==> config.mk <==
export PLATFORM = sky130hd
export DESIGN_NAME = rstseq_top
export DESIGN_NICKNAME = d
export VERILOG_FILES = /design/src/rtl/rstseq_pkg.sv /design/src/rtl/rstseq_uv_filter.sv /design/src/rtl/rstseq_fsm.sv /design/src/rtl/rstseq_hout.sv /design/src/rtl/rstseq_top.sv
export SDC_FILE = /design/constraint.sdc
export NUM_CORES = 1
export LEC_CHECK = 0
export ABC_AREA = 1
export BUFFER_PORTS_ARGS = -buffer_cell sky130_fd_sc_hd__buf_2
export CAP_MARGIN = 20
export CELL_PAD_IN_SITES_DETAIL_PLACEMENT = 0
export CELL_PAD_IN_SITES_GLOBAL_PLACEMENT = 1
export CORE_AREA = 2 2 77 79
export CTS_CLUSTER_SIZE = 16
export DETAILED_ROUTE_END_ITERATION = 7
export DIE_AREA = 0 0 79 81
export GPL_TIMING_DRIVEN = 0
export MAX_ROUTING_LAYER = met4
export PLACE_DENSITY = 0.76
export SLEW_MARGIN = 40
export SYNTH_ARGS = -nofsm -noshare
export SYNTH_HDL_FRONTEND = slang
export SYNTH_SLANG_ARGS = --single-unit
export TNS_END_PERCENT = 30
==> constraint.sdc <==
create_clock -name clk -period 2.2 [get_ports clk]
set_clock_uncertainty 0.05 [all_clocks]
set_input_delay 0.22 -clock clk [delete_from_list [all_inputs] [get_ports clk]]
set_output_delay 0.22 -clock clk [all_outputs]
set_load 0.005 [all_outputs]
==> src/rtl/rstseq_pkg.sv <==
package rstseq_pkg;

  typedef enum logic [1:0] {
    PH_PIN  = 2'd0,
    PH_UV   = 2'd1,
    PH_INIT = 2'd2,
    PH_RUN  = 2'd3
  } phase_e;

  function automatic int ns_to_cyc(input int ns, input int mhz);
    return (ns * mhz) / 1000;
  endfunction

endpackage

==> src/rtl/rstseq_uv_filter.sv <==
module rstseq_uv_filter #(
  parameter int SYNC_STAGES = 2,
  parameter int MIN_CYC     = 10
) (
  input  logic clk,
  input  logic arst_n,
  input  logic uv_raw,
  output logic uv_level,
  output logic uv_trip
);
  localparam int CW = $clog2(MIN_CYC + 1);

  logic [SYNC_STAGES-1:0] sync_q;
  logic [CW-1:0]          run_cnt;

  genvar gi;
  generate
    for (gi = 0; gi < SYNC_STAGES; gi++) begin : g_sync
      always_ff @(posedge clk or negedge arst_n) begin
        if (!arst_n) sync_q[gi] <= 1'b0;
        else if (gi == 0) sync_q[gi] <= uv_raw;
        else sync_q[gi] <= sync_q[(gi == 0) ? 0 : gi-1];
      end
    end
  endgenerate

  assign uv_level = sync_q[SYNC_STAGES-1];

  always_ff @(posedge clk or negedge arst_n) begin
    if (!arst_n)                          run_cnt <= '0;
    else if (!uv_level)                   run_cnt <= '0;
    else if (run_cnt != CW'(MIN_CYC))     run_cnt <= run_cnt + 1'b1;
  end

  assign uv_trip = uv_level && (run_cnt == CW'(MIN_CYC));

endmodule

==> src/rtl/rstseq_fsm.sv <==
module rstseq_fsm
  import rstseq_pkg::*;
#(
  parameter int PIN_CYC  = 800,
  parameter int INIT_CYC = 11200,
  parameter int UVH_CYC  = 10000
) (
  input  logic   clk,
  input  logic   arst_n,
  input  logic   uv_level,
  input  logic   uv_trip,
  output phase_e phase
);
  localparam int MAXC = (PIN_CYC > INIT_CYC) ? ((PIN_CYC > UVH_CYC) ? PIN_CYC : UVH_CYC)
                                             : ((INIT_CYC > UVH_CYC) ? INIT_CYC : UVH_CYC);
  localparam int TW = $clog2(MAXC + 1);

  phase_e        ph_q;
  logic [TW-1:0] tmr_q;

  always_ff @(posedge clk or negedge arst_n) begin
    if (!arst_n) begin
      ph_q  <= PH_PIN;
      tmr_q <= '0;
    end else if (uv_trip) begin
      ph_q  <= PH_UV;
      tmr_q <= '0;
    end else begin
      case (ph_q)
        PH_PIN: begin
          if (tmr_q == TW'(PIN_CYC - 1)) begin
            ph_q  <= PH_INIT;
            tmr_q <= '0;
          end else tmr_q <= tmr_q + 1'b1;
        end
        PH_UV: begin
          if (uv_level) tmr_q <= '0;
          else if (tmr_q == TW'(UVH_CYC - 1)) begin
            ph_q  <= PH_INIT;
            tmr_q <= '0;
          end else tmr_q <= tmr_q + 1'b1;
        end
        PH_INIT: begin
          if (tmr_q == TW'(INIT_CYC - 1)) begin
            ph_q  <= PH_RUN;
            tmr_q <= '0;
          end else tmr_q <= tmr_q + 1'b1;
        end
        default: tmr_q <= '0;
      endcase
    end
  end

  assign phase = ph_q;

endmodule

==> src/rtl/rstseq_hout.sv <==
module rstseq_hout #(
  parameter int PER_CYC = 12800
) (
  input  logic clk,
  input  logic arst_n,
  input  logic hold,
  input  logic lock_en,
  input  logic h_ref,
  output logic h_out,
  output logic locked
);
  localparam int HALF = PER_CYC / 2;
  localparam int CW   = $clog2(PER_CYC);

  logic [CW-1:0] ph_cnt;
  logic          lock_q;
  logic          ref_q;

  always_ff @(posedge clk or negedge arst_n) begin
    if (!arst_n) begin
      ph_cnt <= '0;
      lock_q <= 1'b0;
      ref_q  <= 1'b0;
    end else if (hold) begin
      ph_cnt <= '0;
      lock_q <= 1'b0;
      ref_q  <= 1'b0;
    end else begin
      ref_q <= h_ref;
      if (!lock_q) begin
        if (ph_cnt == CW'(PER_CYC - 1)) begin
          ph_cnt <= '0;
          if (lock_en) lock_q <= 1'b1;
        end else begin
          ph_cnt <= ph_cnt + 1'b1;
        end
      end
    end
  end

  always_comb begin
    if (hold)        h_out = 1'b0;
    else if (lock_q) h_out = ref_q;
    else             h_out = (ph_cnt < CW'(HALF));
  end

  assign locked = lock_q;

endmodule

==> src/rtl/rstseq_top.sv <==
module rstseq_top
  import rstseq_pkg::*;
#(
  parameter int CLK_MHZ        = 200,
  parameter int PIN_HOLD_NS    = 4000,
  parameter int INIT_END_NS    = 60000,
  parameter int UV_MIN_NS      = 50,
  parameter int UV_HOLD_NS     = 50000,
  parameter int HOUT_PERIOD_NS = 64000
) (
  input  logic clk,
  input  logic rst_pin_n,
  input  logic uv_flag,
  input  logic lock_en,
  input  logic h_ref,
  output logic sys_rst_n,
  output logic init_busy,
  output logic h_out
);
  localparam int PIN_CYC  = ns_to_cyc(PIN_HOLD_NS, CLK_MHZ);
  localparam int INIT_CYC = ns_to_cyc(INIT_END_NS - PIN_HOLD_NS, CLK_MHZ);
  localparam int UVM_CYC  = ns_to_cyc(UV_MIN_NS, CLK_MHZ);
  localparam int UVH_CYC  = ns_to_cyc(UV_HOLD_NS, CLK_MHZ);
  localparam int PER_CYC  = ns_to_cyc(HOUT_PERIOD_NS, CLK_MHZ);

  logic   uv_level;
  logic   uv_trip;
  phase_e phase;
  logic   hout_locked;

  rstseq_uv_filter #(.SYNC_STAGES(2), .MIN_CYC(UVM_CYC)) u_uv (
    .clk     (clk),
    .arst_n  (rst_pin_n),
    .uv_raw  (uv_flag),
    .uv_level(uv_level),
    .uv_trip (uv_trip)
  );

  rstseq_fsm #(.PIN_CYC(PIN_CYC), .INIT_CYC(INIT_CYC), .UVH_CYC(UVH_CYC)) u_fsm (
    .clk     (clk),
    .arst_n  (rst_pin_n),
    .uv_level(uv_level),
    .uv_trip (uv_trip),
    .phase   (phase)
  );

  assign sys_rst_n = (phase == PH_INIT) || (phase == PH_RUN);
  assign init_busy = (phase == PH_INIT);

  rstseq_hout #(.PER_CYC(PER_CYC)) u_hout (
    .clk    (clk),
    .arst_n (rst_pin_n),
    .hold   (!sys_rst_n),
    .lock_en(lock_en),
    .h_ref  (h_ref),
    .h_out  (h_out),
    .locked (hout_locked)
  );

endmodule

---- Yosys cells after proc, flatten, opt, wreduce, memory -nomap -nowiden ----
Cells that the tools add are included.
storage, ports and cells
  flip-flop bits (word level) ............. 38
  input bits .............................. 5
  output and inout bits ................... 3
  word-level logic and storage cells ...... 56
operators by class
  $add $sub $neg .......................... 3
  magnitude comparators ................... 1
  equality and inequality tests ........... 15
  muxes and demuxes ....................... 24
  reductions and logical operators ........ 5
operator list
  kind                   number
  $mux 14                8
  $eq 14x14->1 const B   3
  $pmux 14 s3            1
  $add 14x1->14 const B  2
  $eq 14x10->1 const B   1
  $lt 14x13->1 const B   1
  $mux 2                 5
  $ne 3x1->1 const B     3
  $mux 4                 2
  $mux 1                 7
  $pmux 2 s3             1
  $reduce_and 5->1       1
  $add 4x1->4 const B    1
  $eq 2x2->1 const B     2
  $eq 4x4->1 const B     1
  $ne 2x2->1 const B     2
  $ne 4x4->1 const B     1
  $reduce_bool 4->1      1
  $ne 3x2->1 const B     1
  $eq 2x1->1 const B     1
  $logic_not 2->1        1
  $logic_and 1x1->1      1
  $logic_or 1x1->1       1

---- Depth between registers and ports, before layout ----
  word-level depth ........................ 5
  mapped depth ............................ 10
  depth with buffers taken out ............ 10

---- Cells and area by module ----
From an unflattened synthesis, not the netlist that was laid out.
unflattened totals
  cells, all modules ...................... 302
  area total of the unflattened synthesis .. 2,280.9 µm²
modules (own cells, without submodules)
  module            times used  cells an instance  area each (µm²)  seq. area each (µm²)
  rstseq_fsm        1           131                1,013.5          400.4
  rstseq_hout       1           138                979.7            400.4
  rstseq_uv_filter  1           30                 274.0            150.1
  rstseq_top        1           3                  13.8             0.0

---- Worst setup path before layout ----
No wires, ideal clock.
  kind .................................... reg2reg
  start point ............................. reg u_fsm.ph_q[0] (netlist: u_fsm.phase[0])
  end point ............................... reg u_hout.ph_cnt[9]
  setup time .............................. 119 ps
  arrival time ............................ 1,423 ps
  required time ........................... 2,031 ps
  setup slack ............................. 608 ps
  cell stages (with the launch flop) ...... 10
  buffers on the path ..................... 1
  clock period less this slack ............ 1,592 ps
  path through ............................ dfrtp_1 -> inv_1 -> ha_1 -> nor2_2 -> nor2_4 -> inv_2 -> buf_2 -> nand2_1 -> xor2_1 -> nor2_2
between the ends
  word-level cells in the longest chain between the ends .. 3
  elaborated cells on any way between the ends .. 5
  classes of those cells .................. 3 x eq/ne; 1 x mux; 1 x reduce/logical
ends and longest elaborated chain
  element                                                        RTL line           RTL
  start, declared                                                rstseq_fsm.sv:18   phase_e ph_q;
  start signal, assigned                                         rstseq_fsm.sv:23   ph_q <= PH_PIN;
  start signal, assigned                                         rstseq_fsm.sv:26   ph_q <= PH_UV;
  start signal, assigned                                         rstseq_fsm.sv:32   ph_q <= PH_INIT;
  $eq 2x2->1 (*)                                                 --
  net init_busy                                                  rstseq_top.sv:17   output logic init_busy,
  $logic_or 1x1->1 (*)                                           rstseq_top.sv:47   assign sys_rst_n = (phase == PH_INIT) || (phase == PH_RUN);
  $ne 2x2->1 (no source line) / $mux 14 (equally long branches)  --
  end signal, assigned                                           rstseq_hout.sv:35  ph_cnt <= ph_cnt + 1'b1;
  end, declared                                                  rstseq_hout.sv:15  logic [CW-1:0] ph_cnt;
Mark *: on every way through the listed nets, which the timed path passes. The rest lies on a longest branch.
A chain may end at the register's enable or synchronous reset.

---- Final worst setup path ----
  start point ............................. reg u_fsm.ph_q[0] (netlist: u_fsm.phase[0])
  end point ............................... out h_out
between the ends
  word-level cells in the longest chain between the ends .. 3
  elaborated cells on any way between the ends .. 4
  classes of those cells .................. 2 x eq/ne; 1 x mux; 1 x reduce/logical
ends and longest elaborated chain
  element               RTL line           RTL
  $eq 2x2->1            rstseq_top.sv:47
  $logic_or 1x1->1 (*)  rstseq_top.sv:47
  $mux 1 (*)            rstseq_hout.sv:42  if (hold) h_out = 1'b0;
  end, declared         rstseq_top.sv:18   output logic h_out
Every way passes the cells marked *; elsewhere a longest branch is shown, timed or not.

==> impl_metrics.py <==
metrics = {
    "drt": {
        "vias_per_cell": 4.67,
        "routed-via-count": 1706,
        "final_antenna_net_count": 0,
        "drc": 0,
        "drt_wl_total_um": 4090,
        "wl_per_cell_um": 11.2,
        "dr.pass1.iters": 4,
        "drt_iter0_markers": 70,
    },
    "yosys": {
        "synth_area_um2": 2130,
        "syn_nets": 286,
        "yosys_warnings": 0,
        "synth_area_leaders": "dfrtp_1 (45%), nand2_1 (11%), nor2_1 (7.7%)",
        "synth_largest_area_cell": "dfrtp_1",
        "yosys-top-cells-count": "nand2_1 (63), nor2_1 (44), dfrtp_1 (38)",
        "syn_inst": 273,
        "syn_area_per_cell_um2": 7.81,
        "synth-seq-cells": 38,
        "ys_seq_area_share_pct": 44.6,
        "synth_top_area_share_pct": 44.6,
        "yosysMostFrequentCell": "nand2_1",
        "synth_edf_count": 0,
        "synth_ff_type": "dfrtp_1",
        "synth_cell_types": 31,
        "synthArstFlopShare_pct": 100,
    },
    "critical_path": {
        "required_ns": 1.93,
        "critPathMaxStageDelay_ns": 0.42,
        "end_kind": "output pin",
        "crit_fanout": 4,
        "slowest_stage": "dfrtp_1",
        "worstPathArrival_ns": 1.73,
        "critPathLaunch": "u_fsm.phase[0]$_DFFE_PN0P_",
        "worst-setup-path-type": "flip-flop to output pin",
        "cpMostUsedCell": "inv_1",
        "cp_cell_sequence": "inv_1 > ha_1 > nor2_2 > inv_1 > nand2_1 > o31ai_1 > buf_2",
        "reg2reg_from": "u_fsm.phase[0]$_DFFE_PN0P_",
        "crit_path_start_kind": "flip-flop",
    },
    "finish": {
        "area_growth_pct": 11.4,
        "final_cell_count_no_fill": 365,
        "layout.nets": 302,
        "n_antenna_cell": 0,
        "final_cell_area_um2": 2380,
        "drive_gt1_share_pct": 11.0,
    },
    "clock_network": {
        "cts.path.max_buffers": 2,
        "cts.sinks": 38,
        "clock-root-buffer": "clkbuf_8",
        "numCtsBuffers": 5,
        "clkTransAtPathRegs_ns": 0.08,
        "insertion_delay_ns": 0.29,
        "tritoncts": "done",
        "cts_max_level": 2,
    },
    "floorplanning": {
        "core_area_um2": 5680,
        "ios": 8,
        "rows": 28,
        "start_util_pct": 37.6,
        "die_h_um": 81,
        "fp.dieW_um": 79,
        "dieArea_um2": 6400,
    },
    "global_route": {
        "grt.total_usage_pct": 15.1,
        "grt_start_max_net_pins": 39,
        "grt_pass1_vias": 1696,
        "antenna_found_initial": 0,
        "grt_pass1_wl_um": 7300,
        "overflow": 0,
    },
    "placement": {
        "place_congestion": 0.789,
        "dpl_cell_area_um2": 2260,
        "dp_hpwl_um": 2980,
        "placed_cells": 355,
        "portBuffers": 7,
    },
    "worst_hold_path": {
        "holdCritStartpoint": "h_ref",
        "worstHoldPathType": "input port to flip-flop",
    },
    "job": {
        "cap_violations": 0,
    },
    "power_and_ir_drop": {
        "p_leak_nw": 1.11,
        "irDropWorstVdd_v": 0.000334,
        "power_per_cell_area_nw_per_um2": 765,
    },
    "timing": {
        "worst_pin_slew_ns": 0.498,
        "slew_headroom_pct": 66.8,
        "finalHoldViolCount": 0,
        "period_needed_ns": 2.00,
        "finalCritPeriodShare_pct": 90.8,
        "setup_tns_ns": 0,
        "rsz0062_at_grt": "false",
        "setup_viol": 0,
        "drv_slew": 0,
        "max_clock_freq_ghz": 0.500,
    },
    "outcome": {
        "outcome": "finished clean",
    },
}
==> metrics by stage <==
stage	setup slack, ns	hold slack (ns)	power, mW	utilization [%]
after global placement	0.302	0.281	1.34	39.9
after CTS	0.153	0.0804	1.85	41.9
final	0.201	0.0864	1.82	41.9
after floorplan	0.608	-0.126	1.19	-
after global routing	0.0135	0.0863	1.97	41.9
after detailed placement	0.309	0.181	1.34	39.9
==> state kept, by name (all words and copies together), names as in the netlist <==
name and cells:
u_hout.locked 1, u_uv.uv_level 1, u_fsm.phase 2, u_hout.ph_cnt 14, u_uv.run_cnt 4, u_hout.ref_q 1, u_fsm.tmr_q 14, u_uv.sync_q 1
==> layout by cell type, fill, tap and decap left out, types with 3 or more instances in the layout <==
cell / n
clkbuf_8: 6
xnor2_1: 3
nand4_1: 9
buf_2: 7
dfrtp_1: 38
o21ai_0: 13
nor3_1: 7
ha_1: 8
xor2_1: 6
inv_1: 36
nor2_2: 4
inv_2: 3
nand2_1: 63
nand3_1: 16
nor2_1: 44
==> kinds of logic after synthesis <==
logic type	Yosys count	synth area share, %
adder cells (fa/ha/maj)	8	4.69
AO/OA/AOI/OAI	24	6.69
XOR/XNOR	9	3.70
buffers and inverters	40	7.10
flip-flops	38	44.6
AND/OR/NAND/NOR	154	33.3
==> worst paths after layout <==
kind	cells after the start	endpoint	slack [ns]
max	7	h_out	0.20
min	3	u_hout.ref_q$_DFF_PN0_	0.09
max reg2reg	9	u_hout.ph_cnt[7]$_DFFE_PN0P_	0.32
min reg2reg	0	u_uv.uv_level$_DFF_PN0_	0.30
max in group asynchronous	2	u_hout.ph_cnt[0]$_DFFE_PN0P_	1.36
min in group asynchronous	2	u_hout.ph_cnt[9]$_DFFE_PN0P_	0.39
==> worst max-delay path, delay by kind of cell (launching register included) <==
kind / cells / cell delay [ns]
DFF: 1 / 0.42
buffers and inverters: 3 / 0.35
adders and majority gates: 1 / 0.25
AOI/OAI and AO/OA: 1 / 0.24
and+or+nand+nor: 2 / 0.19
==> metal layers <==
layer | wire length [um] | global-route usage (%)
met2 | 1980 | 25.3
met1 | 1950 | 17.7
met5 | 0 | -
met4 | 51 | 4.48
met3 | 107 | 4.22
==> cell type report <==
cell class	instances	area, um^2
Buffer	1	5.00
Clock buffer	7	86.3
Clock inverter	1	5.00
Fill cell	593	3300
Inverter	39	146
Multi-Input combinational cell	195	1030
Sequential cell	38	951
Tap cell	75	93.8
Timing Repair Buffer	9	57.6
==> timing repair <==
action                                 CTS  global route
endpoints found under the hold margin   39             0
setup buffers                            0             0
hold buffers                             2             0
resized for setup                        0             0
==> where the power goes <==
group | internal [mW] | total (mW) | switching [mW]
combinational | 0.177 | 0.489 | 0.312
clock | 0.253 | 0.496 | 0.243
sequential | 0.771 | 0.831 | 0.0607
total | 1.20 | 1.82 | 0.616
Note: power is estimated with default switching activity, not from simulation.
